[src/rtl/seqtrig_pkg.sv]
package seqtrig_pkg;
  typedef enum logic [1:0] {
    MODE_PASS = 2'd0,
    MODE_EDGE = 2'd1,
    MODE_PAT  = 2'd2,
    MODE_BOTH = 2'd3
  } stage_mode_e;

  typedef enum logic [1:0] {
    POL_NONE = 2'd0,
    POL_RISE = 2'd1,
    POL_FALL = 2'd2,
    POL_ANY  = 2'd3
  } edge_pol_e;

  // status bits appended above the signals in the last stage compare
  localparam int XB_MIN  = 0;
  localparam int XB_MAX  = 1;
  localparam int XB_EDGE = 2;
  localparam int XB_W    = 3;
endpackage

[src/rtl/seqtrig_edge.sv]
module seqtrig_edge
  import seqtrig_pkg::*;
#(
  parameter int SIG_W = 8,
  parameter int SEL_W = $clog2(SIG_W)
) (
  input  logic [SIG_W-1:0] cur,
  input  logic [SIG_W-1:0] prev,
  input  logic             valid,
  input  logic [SEL_W-1:0] sel,
  input  logic [1:0]       pol,
  output logic             hit
);
  logic now_b, old_b;

  always_comb begin
    now_b = cur[sel];
    old_b = prev[sel];
    case (pol)
      POL_RISE: hit = valid & now_b & ~old_b;
      POL_FALL: hit = valid & ~now_b & old_b;
      POL_ANY:  hit = valid & (now_b ^ old_b);
      default:  hit = 1'b0;
    endcase
  end
endmodule

[src/rtl/seqtrig_pat.sv]
module seqtrig_pat #(
  parameter int W = 8
) (
  input  logic [W-1:0] vec,
  input  logic [W-1:0] val,
  input  logic [W-1:0] care,
  output logic         hit
);
  assign hit = ((vec ^ val) & care) == '0;
endmodule

[src/rtl/seqtrig_timer.sv]
module seqtrig_timer #(
  parameter int TMR_W = 8
) (
  input  logic             clk,
  input  logic             rst,
  input  logic             run,
  input  logic [TMR_W-1:0] tmin,
  input  logic [TMR_W-1:0] tmax,
  output logic             min_hit,
  output logic             max_hit
);
  localparam logic [TMR_W-1:0] TOP = '1;

  logic [TMR_W-1:0] cnt;

  always_ff @(posedge clk) begin
    if (rst || !run) cnt <= '0;
    else if (cnt != TOP) cnt <= cnt + 1'b1;
  end

  assign min_hit = cnt >= tmin;
  assign max_hit = cnt >= tmax;

  // counter sticks at its top value while running
  a_r10_saturate: assert property (@(posedge clk) disable iff (rst)
    (run && cnt == TOP) |=> (cnt == TOP));
  // counter steps by one below the top
  a_r10_step: assert property (@(posedge clk) disable iff (rst)
    (run && cnt != TOP) |=> (cnt == $past(cnt) + 1'b1));
  // counter is held at zero outside the last stage
  a_r10_idle_zero: assert property (@(posedge clk) disable iff (rst)
    !run |=> (cnt == '0));
endmodule

[src/rtl/seq_trigger.sv]
module seq_trigger
  import seqtrig_pkg::*;
#(
  parameter int SIG_W  = 8,
  parameter int NSTAGE = 5,
  parameter int TMR_W  = 8,
  localparam int SEL_W = $clog2(SIG_W),
  localparam int IDX_W = $clog2(NSTAGE + 2)
) (
  input  logic                    clk,
  input  logic                    rst,
  input  logic [SIG_W-1:0]        sig,
  input  logic                    arm,
  input  logic                    rearm,
  input  logic [2*NSTAGE-1:0]     stg_mode,
  input  logic [SEL_W*NSTAGE-1:0] edge_sel,
  input  logic [2*NSTAGE-1:0]     edge_pol,
  input  logic [SIG_W*NSTAGE-1:0] pat_val,
  input  logic [SIG_W*NSTAGE-1:0] pat_care,
  input  logic [XB_W-1:0]         fin_xval,
  input  logic [XB_W-1:0]         fin_xcare,
  input  logic [TMR_W-1:0]        tmin,
  input  logic [TMR_W-1:0]        tmax,
  output logic                    trig_o,
  output logic [IDX_W-1:0]        stage_o
);
  localparam int LAST = NSTAGE - 1;
  localparam int DONE = NSTAGE + 1;
  localparam logic [IDX_W-1:0] CODE_DONE = IDX_W'(DONE);
  localparam logic [IDX_W-1:0] CODE_LAST = IDX_W'(NSTAGE);

  logic [SIG_W-1:0]  sig_q;
  logic              sig_vld;
  logic [IDX_W-1:0]  stage_r, stage_n;
  logic              trig_r, trig_n;
  logic [NSTAGE-1:0] hit_e, hit_p, hit;
  logic              min_hit, max_hit;

  // per-stage detectors
  for (genvar i = 0; i < NSTAGE; i++) begin : g_stage
    seqtrig_edge #(.SIG_W(SIG_W), .SEL_W(SEL_W)) u_edge (
      .cur   (sig),
      .prev  (sig_q),
      .valid (sig_vld),
      .sel   (edge_sel[SEL_W*i +: SEL_W]),
      .pol   (edge_pol[2*i +: 2]),
      .hit   (hit_e[i])
    );

    if (i == LAST) begin : g_ext
      seqtrig_pat #(.W(SIG_W + XB_W)) u_pat (
        .vec  ({hit_e[i], max_hit, min_hit, sig}),
        .val  ({fin_xval, pat_val[SIG_W*i +: SIG_W]}),
        .care ({fin_xcare, pat_care[SIG_W*i +: SIG_W]}),
        .hit  (hit_p[i])
      );
    end else begin : g_plain
      seqtrig_pat #(.W(SIG_W)) u_pat (
        .vec  (sig),
        .val  (pat_val[SIG_W*i +: SIG_W]),
        .care (pat_care[SIG_W*i +: SIG_W]),
        .hit  (hit_p[i])
      );
    end

    always_comb begin
      case (stg_mode[2*i +: 2])
        MODE_EDGE: hit[i] = hit_e[i];
        MODE_PAT:  hit[i] = hit_p[i];
        MODE_BOTH: hit[i] = hit_e[i] & hit_p[i];
        default:   hit[i] = 1'b1;
      endcase
    end
  end

  seqtrig_timer #(.TMR_W(TMR_W)) u_timer (
    .clk     (clk),
    .rst     (rst),
    .run     (stage_r == CODE_LAST),
    .tmin    (tmin),
    .tmax    (tmax),
    .min_hit (min_hit),
    .max_hit (max_hit)
  );

  // code of the first stage at or after 'from' that is not pass-through
  function automatic logic [IDX_W-1:0] first_used(input int from);
    logic [IDX_W-1:0] res;
    logic             found;
    res   = CODE_DONE;
    found = 1'b0;
    for (int j = 0; j < NSTAGE; j++) begin
      if (!found && j >= from && stg_mode[2*j +: 2] != MODE_PASS) begin
        res   = IDX_W'(j + 1);
        found = 1'b1;
      end
    end
    return res;
  endfunction

  always_comb begin
    stage_n = stage_r;
    if (rearm) begin
      stage_n = '0;
    end else if (stage_r == '0) begin
      if (arm) stage_n = first_used(0);
    end else if (stage_r != CODE_DONE) begin
      for (int i = 0; i < NSTAGE; i++) begin
        if (stage_r == IDX_W'(i + 1) && hit[i]) stage_n = first_used(i + 1);
      end
    end
    trig_n = (stage_n == CODE_DONE) && (stage_r != CODE_DONE);
  end

  always_ff @(posedge clk) begin
    if (rst) begin
      stage_r <= '0;
      trig_r  <= 1'b0;
      sig_q   <= '0;
      sig_vld <= 1'b0;
    end else begin
      stage_r <= stage_n;
      trig_r  <= trig_n;
      sig_q   <= sig;
      sig_vld <= 1'b1;
    end
  end

  assign trig_o  = trig_r;
  assign stage_o = stage_r;

  // the trigger is a single-cycle pulse
  a_r7_one_pulse: assert property (@(posedge clk) disable iff (rst)
    trig_r |=> !trig_r);
  // the pulse coincides with the triggered code
  a_r7_done_code: assert property (@(posedge clk) disable iff (rst)
    trig_r |-> (stage_r == CODE_DONE));
  // the triggered state is held until rearm
  a_r7_hold: assert property (@(posedge clk) disable iff (rst)
    (stage_r == CODE_DONE && !rearm) |=> (stage_r == CODE_DONE && !trig_r));
  // rearm always returns to idle
  a_r8_rearm: assert property (@(posedge clk) disable iff (rst)
    rearm |=> (stage_r == '0 && !trig_r));
  // the sequence only moves forward without rearm
  a_r5_forward: assert property (@(posedge clk) disable iff (rst)
    (!rearm && stage_r != '0) |=> (stage_r >= $past(stage_r)));
  // idle is held without arm
  a_r2_idle_hold: assert property (@(posedge clk) disable iff (rst)
    (stage_r == '0 && !arm && !rearm) |=> (stage_r == '0));
  // the state code stays in range
  a_r2_code_range: assert property (@(posedge clk) disable iff (rst)
    stage_r <= CODE_DONE);
endmodule

[config.mk]
export PLATFORM = sky130hd
export DESIGN_NAME = seq_trigger
export DESIGN_NICKNAME = d
export VERILOG_FILES = /design/src/rtl/seqtrig_pkg.sv /design/src/rtl/seqtrig_edge.sv /design/src/rtl/seqtrig_pat.sv /design/src/rtl/seqtrig_timer.sv /design/src/rtl/seq_trigger.sv
export SDC_FILE = /design/constraint.sdc
export NUM_CORES = 1
export LEC_CHECK = 0
export BUFFER_PORTS_ARGS = -buffer_cell sky130_fd_sc_hd__buf_4
export CAP_MARGIN = 20
export CORE_ASPECT_RATIO = 1.5
export CORE_MARGIN = 2
export CORE_UTILIZATION = 40
export DETAILED_ROUTE_END_ITERATION = 6
export HOLD_SLACK_MARGIN = 0.02
export PLACE_DENSITY = 0.73
export SLEW_MARGIN = 5
export SYNTH_ARGS = -nofsm -noshare
export SYNTH_HDL_FRONTEND = slang
export SYNTH_SLANG_ARGS = --single-unit
[constraint.sdc]
create_clock -name clk -period 3.4 [get_ports clk]
set_input_delay 0.34 -clock clk [delete_from_list [all_inputs] [get_ports clk]]
set_output_delay 0.34 -clock clk [all_outputs]
set_load 0.01 [all_outputs]
# == Yosys cells after proc, flatten, opt, wreduce, memory -nomap -nowiden ==
# Index checks and enable logic that the tools add are counted.
# classes
add_sub_neg,1
order_cmp,7
n_eq_ne,38
mux,101
bitwise_logic,55
n_reduce_logical,39
# ops
operator,n
two-way mux 3 bit,22
two-way mux 1 bit,57
"equality test 2 bit, second input constant",20
AND 8 bit,4
zero test 8 bit,4
bitwise XOR 8 bit,4
AND 1 bit,30
binary-select mux 1 bit (select 3 bit),10
case mux 1 bit (3 select lines),10
"equality test 2 x 1 -> 1 bit, second input constant",10
"less-than comparator 3 x 4 -> 1 bit, second input constant",5
greater-or-equal comparator 8 bit,2
logical AND 1 bit,16
AND 11 bit,1
zero test 1 bit,11
zero test 11 bit,1
bitwise XOR 11 bit,1
NOT 1 bit,10
nonzero test 2 bit,5
"equality test 3 bit, second input constant",3
"adder 8 x 1 -> 8 bit, second input constant",1
"inequality test 8 bit, second input constant",1
"equality test 3 x 2 -> 1 bit, second input constant",2
bitwise XOR 1 bit,5
other kinds (5),6
# word_totals
reg_bits,21
input_bits,149
output_inout_bits,4

# == Longest topological paths before layout ==
# Gate-level depths: netlist of run 1.
# depth
word_depth,40
depth_mapped,10
depth_no_buf,10

# == Hierarchy ==
# Synthesis of run 1 repeated with hierarchy kept, for this count alone.
# hier_totals
hier_cells,292
area_unflattened_um2,2855.2
# by_module_without_submodules
mod,instances,cells_per_inst,area_each_um2,seq_area_each_um2
seq_trigger,1,89,787.0,260.2
seqtrig_edge,5,9,148.9,0.0
seqtrig_timer,1,89,733.2,160.2
seqtrig_pat (g_stage[0].g_plain.u_pat ...),4,13,108.9,0.0
seqtrig_pat (g_stage[4].g_ext.u_pat),1,17,155.1,0.0

# == Worst setup path after synthesis of run 1 ==
# OpenSTA, ideal clock, no wires.
# synth_path
path_type,in2reg
start,in edge_sel[1]
end,"reg trig_r, in the netlist trig_o"
setup_ns,0.087
arrival_time_ns,2.427
required_time_ns,3.313
setup_slack_ns,0.886
path_stages,8
cell_sequence,mux4_1 mux2_2 or3_1 a311oi_2 a21boi_2 o311ai_2 a31oi_1 nor4b_2
# synth_between
elab_chain_len,19
# synth_rtl
item,line,source
from (decl),seq_trigger.sv:16,"input logic [SEL_W*NSTAGE-1:0] edge_sel,"
binary-select mux 1 bit (select 3 bit),seqtrig_edge.sv:17,now_b = cur[sel];
two-way mux 1 bit (implied by the code),seqtrig_edge.sv:17,
NOT 1 bit,seqtrig_edge.sv:21,POL_FALL: hit = valid & ~now_b & old_b;
AND 1 bit (2 in a row),seqtrig_edge.sv:21,
case mux 1 bit (3 select lines) *,seqtrig_edge.sv:19,case (pol)
AND 1 bit,seq_trigger.sv:70,MODE_BOTH: hit[i] = hit_e[i] & hit_p[i];
case mux 1 bit (3 select lines) *,seq_trigger.sv:67,case (stg_mode[2*i +: 2])
logical AND 1 bit *,seq_trigger.sv:109,if (stage_r == IDX_W'(i + 1) && hit[i]) stage_n = first_used(i + 1);
two-way mux 3 bit * (5 in a row),seq_trigger.sv:109,
two-way mux 3 bit *,seq_trigger.sv:107,end else if (stage_r != CODE_DONE) begin
two-way mux 3 bit *,seq_trigger.sv:105,end else if (stage_r == '0) begin
two-way mux 3 bit *,seq_trigger.sv:103,if (rearm) begin
equality test 3 bit *,seq_trigger.sv:112,trig_n = (stage_n == CODE_DONE) && (stage_r != CODE_DONE);
logical AND 1 bit *,seq_trigger.sv:112,
to (signal assigned),seq_trigger.sv:123,trig_r <= trig_n;
to (decl),seq_trigger.sv:35,"logic trig_r, trig_n;"
# Mark *: on every way between the ends. The rest lies on a longest branch, timed or not. The select of a mux whose other input is x is not followed.
# A chain may end at the register's enable or synchronous reset.

# == Final worst setup path of run 1 ==
# layout_path
start,reg u_timer.cnt[0]
end,"reg trig_r, in the netlist trig_o"
# layout_between
elab_chain_len,13
# layout_rtl
item,line,source
from (decl),seqtrig_timer.sv:14,logic [TMR_W-1:0] cnt;
from (signal assigned),seqtrig_timer.sv:18,else if (cnt != TOP) cnt <= cnt + 1'b1;
"greater-or-equal comparator 8 bit, on equally long branches","seqtrig_timer.sv:21, seqtrig_timer.sv:22",
bitwise XOR 11 bit *,seqtrig_pat.sv:9,assign hit = ((vec ^ val) & care) == '0;
AND 11 bit *,seqtrig_pat.sv:9,
zero test 11 bit *,seqtrig_pat.sv:9,
AND 1 bit,seq_trigger.sv:70,
case mux 1 bit (3 select lines) *,seq_trigger.sv:67,
logical AND 1 bit *,seq_trigger.sv:109,
two-way mux 3 bit *,seq_trigger.sv:109,
two-way mux 3 bit *,seq_trigger.sv:107,
two-way mux 3 bit *,seq_trigger.sv:105,
two-way mux 3 bit *,seq_trigger.sv:103,
equality test 3 bit *,seq_trigger.sv:112,
logical AND 1 bit *,seq_trigger.sv:112,
# Mark *: on every way between the ends. The rest lies on a longest branch, timed or not.

==> impl_metrics.env, run 1 <==
export IMPL_routed_wl_um=9460
export IMPL_via_per_inst=5.67
export IMPL_setup_worst_path_end_class="register"
export IMPL_grt_pass1_wl_um=15000
export IMPL_rsz0062_at_grt="no"
export IMPL_synth_fp_nets=474
export IMPL_worst_pin_slew_ps=665
export IMPL_power_leakage_nw=1.92
export IMPL_hpwl_um=8150
export IMPL_finalHoldViolations=0
export IMPL_syn_area_per_cell_sq_um=9.00
export IMPL_wl_met2_um=5110
export IMPL_drive_above_1_share_pct=40.8
export IMPL_period_share_pct=83.4
export IMPL_fin_util_pct=58.9
export IMPL_maxCapViolations=0
export IMPL_core_region_area_sq_um=6810
export IMPL_crit_required_ps=3570
export IMPL_numCtsBuffers=3
export IMPL_cts_tree="done"
export IMPL_cts_root_buffer="clkbuf_8"
export IMPL_first_iter_violations=155
export IMPL_fmax_mhz=353
export IMPL_highest_layer="met4"
export IMPL_ir_drop_mv=0.112
export IMPL_antenna_cells=0
export IMPL_vias=3010
export IMPL_ys_seq_area_share_pct=15.2
export IMPL_ios=153
export IMPL_nNetsFinal=620
export IMPL_ys_seq_elements=21
export IMPL_portBuffers=152
export IMPL_globalplace_congestion=0.913
export IMPL_yosysWarnings=0
export IMPL_start_kind="register"
export IMPL_powerDensity_nw_per_um2=198
export IMPL_ctsResizeCount=0
export IMPL_netlist_area_leader_share_pct=15.2
export IMPL_grt_overflow_total=0
export IMPL_synthCells=308
export IMPL_final_cell_mix="buf_4, xor2_1, inv_1"
export IMPL_drt_met1_wl_um=3560
export IMPL_async_flop_share_pct=0
export IMPL_crit_type="reg -> reg"
export IMPL_mostFrequentLayoutCell="buf_4"
export IMPL_crit_fanout=5
export IMPL_finClkSkew_ps=5.70
export IMPL_hold_class="in -> reg"
export IMPL_slew_headroom_pct=54.5
export IMPL_finalSetupViolations=0
export IMPL_synth_top_area_cell="dfxtp_1"
export IMPL_syn2layout_area_growth_pct=44.6
export IMPL_arrival_ps=3010
export IMPL_wl_met3_um=514
export IMPL_clock_sinks=21
export IMPL_die_h_um=106
export IMPL_dieArea_sq_um=7630
export IMPL_syn_area_sq_um=2770
export IMPL_clk_pin_slew_ps=80
export IMPL_ant_nets=0
export IMPL_slew_viol_final=0
export IMPL_drc=0
export IMPL_ctsHoldBuffers=0
export IMPL_worst_skew_pair_late_latency_ps=260
export IMPL_grt_pass1_vias=3146
export IMPL_track_usage_pct=25.1
export IMPL_postCtsSetupRepairBufs=0
export IMPL_rows=37
export IMPL_grt_max_degree=13
export IMPL_ys_flop_type="dfxtp_1"
export IMPL_synth_edff_count=0
export IMPL_status="completed"
export IMPL_tns_ps=0
export IMPL_wl_per_cell_um=17.8
export IMPL_first_pass_iters=4
export IMPL_antenna_found_initial=0
export IMPL_die_w_um=72.0
export IMPL_synth_distinct_cells=54
export IMPL_h_tree_depth=1
export IMPL_initial_core_util_pct=40.7
export IMPL_fin_crit_ps=2830
export IMPL_synth_area_top_cells="dfxtp_1, xor2_1, mux4_2, ha_1, a22oi_1"
export IMPL_cts_buffer_depth=2
worst max-delay path: stages, from the launching register on:
cell,delay (ps)
dfxtp_1,400
inv_1,90
ha_1,280
nand2b_1,140
a2111oi_0,540
nor4_1,130
nor3_1,250
a41oi_1,180
o31ai_1,370
a21oi_1,120
nor4b_2,260
cells by family after synthesis:
family,after synthesis,synth area share (%)
and+or+nand+nor,87,17.6
AOI/OAI and AO/OA,73,20.3
xor gates and xnor gates,44,13.9
buffers and inverters,37,5.28
muxes,29,20.2
DFF,21,15.2
adders and majority gates,17,7.67
registers in the layout (all words and copies together), names as in the netlist:
| name | flops |
|---|---|
| sig_q | 8 |
| u_timer.cnt | 8 |
| stage_o | 3 |
| sig_vld | 1 |
| trig_o | 1 |
power by group:
part	switching [W]	leakage, nW	internal [W]	total, W
combinational	0.000148	1.72	0.000220	0.000368
sequential	0.0000120	0.172	0.000253	0.000265
clock	0.0000793	0.0255	0.0000816	0.000161
total	0.000240	1.92	0.000555	0.000795
layer usage:
metal | global-route usage [%] | vias to the layer above
li1 | - | 1470
met1 | 27.6 | 1413
met2 | 47.7 | 107
met3 | 3.70 | 20
met4 | 8.76 | 0
met5 | 0 | -
through the flow:
step	total power [W]	cells	area [sq um]	setup WS (ps)	hold slack [ps]
floorplan	0.000444	308	2770	886	417
global placement	0.000634	527	3960	587	518
detailed placement	0.000640	527	3960	550	518
CTS	0.000800	531	4010	547	242
global route	0.000843	531	4010	298	248
finish	0.000795	531	4010	565	243
cell usage after synthesis, types with 3 or more instances:
cell type,instances
a211o_1,3
mux4_1,4
o311a_1,3
nand2_1,11
mux4_2,16
nor2_1,17
mux2i_1,6
dfxtp_1,21
a22oi_1,16
o21ai_0,9
nor2b_1,9
a41oi_1,3
a2111oi_0,3
ha_1,17
xor2_1,43
and3_1,4
clkbuf_1,9
nand3_1,7
mux2_2,3
nand3b_1,4
a21oi_1,9
or3_1,4
inv_1,26
nand2b_1,4
nand4_1,7
nor3_1,6
nor3b_1,5
final cells by class:
class / instances / area (sq um)
tap: 78 / 97.6
inverter: 26 / 97.6
clock inverter: 1 / 5.00
timing repair buffer: 152 / 1140
fill: 648 / 2800
clock buffer: 3 / 41.3
multi-input combinational: 250 / 2210
sequential: 21 / 420
path summary, 6_finish.rpt:
kind                  startpoint  cells past startpoint  slack [ps]             end
setup / recovery  u_timer.cnt[0]                     10         570          trig_o
hold / removal             rearm                      2         240      stage_o[1]
setup reg to reg  u_timer.cnt[0]                     10         570          trig_o
hold reg to reg   u_timer.cnt[7]                      2         580  u_timer.cnt[6]
Note: power is estimated with default switching activity, not from simulation.
==> inputs of run 2 (changes only) <==
--- a/config.mk
+++ b/config.mk
@@ -12,7 +12,7 @@
 export CORE_UTILIZATION = 40
 export DETAILED_ROUTE_END_ITERATION = 6
 export HOLD_SLACK_MARGIN = 0.02
-export PLACE_DENSITY = 0.73
+export PLACE_DENSITY = 0.76
 export SLEW_MARGIN = 5
 export SYNTH_ARGS = -nofsm -noshare
 export SYNTH_HDL_FRONTEND = slang
==> constraint.sdc (replaced) <==
create_clock -name clk -period 2.5 [get_ports clk]
set_input_delay 0.25 -clock clk [delete_from_list [all_inputs] [get_ports clk]]
set_output_delay 0.25 -clock clk [all_outputs]
set_load 0.01 [all_outputs]
==> impl_metrics.env, run 2 (synthesis results as in run 1) <==
export IMPL_arrival_ps=2670
export IMPL_ant_nets=0
export IMPL_finalSetupViolations=0
export IMPL_routed_wl_um=10100
export IMPL_nNetsFinal=641
export IMPL_power_leakage_nw=2.04
export IMPL_maxCapViolations=0
export IMPL_p_clk_share_pct=20.2
export IMPL_multi_input_area_sq_um=2290
export IMPL_cts_buffer_depth=2
export IMPL_crit_type="reg -> reg"
export IMPL_rsz0062_at_grt="yes"
export IMPL_grt_overflow_total=0
export IMPL_numCtsBuffers=3
export IMPL_grtUsageMet1_pct=26.8
export IMPL_critPathBufInv=2
export IMPL_portBuffers=152
export IMPL_die_w_um=72.0
export IMPL_finalHoldViolations=0
export IMPL_dieArea_sq_um=7630
export IMPL_fin_crit_ps=2450
export IMPL_combPwrFrac_pct=47.9
export IMPL_period_share_pct=98.1
export IMPL_ios=153
export IMPL_path_cells="inv_2, buf_4, ha_1, nand2b_1, a211oi_1, o211a_1, or4b_4, a41oi_2, o31ai_4, a31oi_2, and2_1"
export IMPL_rows=37
export IMPL_finClkSkew_ps=13.5
export IMPL_core_region_area_sq_um=6810
export IMPL_grt_use_met2_pct=49.0
export IMPL_syn2layout_area_growth_pct=53.6
export IMPL_ctsHoldBuffers=0
export IMPL_grt_pass1_wl_um=15200
export IMPL_initial_core_util_pct=40.7
export IMPL_fmax_mhz=408
export IMPL_grt_max_degree=13
export IMPL_first_pass_iters=4
export IMPL_worst_pin_slew_ps=397
export IMPL_drive_above_1_share_pct=47.0
export IMPL_power_switching_w=0.000351
export IMPL_clk_pin_slew_ps=90
export IMPL_intPower_w=0.000781
export IMPL_switching_share_pct=31.0
export IMPL_use_met3_pct=3.98
export IMPL_first_iter_violations=153
export IMPL_min_from="rearm"
export IMPL_worst_skew_pair_late_latency_ps=260
export IMPL_seq_area_sq_um=424
export IMPL_grt_pass1_vias=3395
export IMPL_critPathTopFamily="compound AO/OA/AOI/OAI gates"
export IMPL_crit_required_ps=2720
export IMPL_via_per_inst=5.72
export IMPL_tns_ps=0
export IMPL_final_cell_mix="buf_4, xor2_1, inv_1"
export IMPL_crit_fanout=2
export IMPL_die_h_um=106
export IMPL_powerDensity_nw_per_um2=266
export IMPL_globalplace_congestion=0.903
export IMPL_seqPwrFrac_pct=31.9
export IMPL_vias=3159
export IMPL_mostFrequentLayoutCell="buf_4"
export IMPL_hold_class="in -> reg"
export IMPL_start_kind="register"
export IMPL_drc=0
export IMPL_r2r_start="u_timer.cnt[0]"
export IMPL_antenna_found_initial=0
export IMPL_antenna_cells=0
export IMPL_setup_worst_path_end_class="register"
export IMPL_cts_root_buffer="clkbuf_8"
export IMPL_slew_viol_final=0
export IMPL_slew_headroom_pct=72.8
export IMPL_cts_tree="done"
export IMPL_ir_drop_mv=0.220
export IMPL_track_usage_pct=25.3
export IMPL_max_stage_delay_ps=510
export IMPL_p_total_w=0.00113
export IMPL_fillCellCount=602
export IMPL_wl_per_cell_um=18.3
export IMPL_clock_sinks=21
export IMPL_hpwl_um=8100
export IMPL_startpoint="u_timer.cnt[0]"
export IMPL_h_tree_depth=1
export IMPL_top_usage_layer="met2"
export IMPL_slowest_stage="or4b_4"
export IMPL_status="completed"
run 2: cell type report:
| type | count | share of cell area, % |
|---|---|---|
| sequential | 21 | 9.96 |
| multi-input combinational | 250 | 53.9 |
| tap | 78 | 2.29 |
| inverter | 26 | 2.29 |
| clock inverter | 1 | 0.118 |
| timing repair buffer | 173 | 30.5 |
| clock buffer | 3 | 0.969 |
run 2: what timing repair did:
action | 4_1_cts | 5_1_grt
pin swaps | 4 | 11
resized for setup | 5 | 18
buffers inserted | 0 | 3
endpoints found under the setup margin | 3 | 3
run 2: stage by stage:
stage	setup slack (ps)	instance area [sq um]	utilization [%]	instances	hold slack (ps)
2_1_floorplan	76.0	2770	-	308	327
3_3_place_gp	-208	4100	60.2	545	431
3_5_place_dp	-238	4100	60.2	545	431
4_1_cts	12.6	4160	61.2	549	142
5_1_grt	-98.1	4260	62.6	552	145
6_report	47.1	4260	62.6	552	145
run 2: per-layer routing:
layer	up-vias	share of wire, %
met5	-	0
met1	1488	36
met4	0	2.9
met3	28	6.4
li1	1502	-
met2	141	55
run 2: worst register-to-register path, cell delays in order, from the launching register on:
cell,delay [ps]
dfxtp_2,350
inv_2,50
buf_4,120
ha_1,250
nand2b_1,110
a211oi_1,70
o211a_1,250
or4b_4,510
a41oi_2,220
o31ai_4,120
a31oi_2,200
and2_1,150
run 2: worst paths after layout:
check             cells past startpoint  slack, ps        endpoint
setup reg to reg                     11         50      stage_o[0]
hold reg to reg                       2        590  u_timer.cnt[2]
hold / removal                        2        150      stage_o[1]
setup / recovery                     11         50      stage_o[0]
run 2: power by group through the flow:
stage / logic [W] / clock network (W) / registers (W)
after floorplan: 0.000243 / 0 / 0.000361
after global placement: 0.000501 / 0 / 0.000368
after detailed placement: 0.000518 / 0 / 0.000368
after CTS: 0.000523 / 0.000233 / 0.000360
after global routing: 0.000587 / 0.000243 / 0.000362
final: 0.000542 / 0.000228 / 0.000361
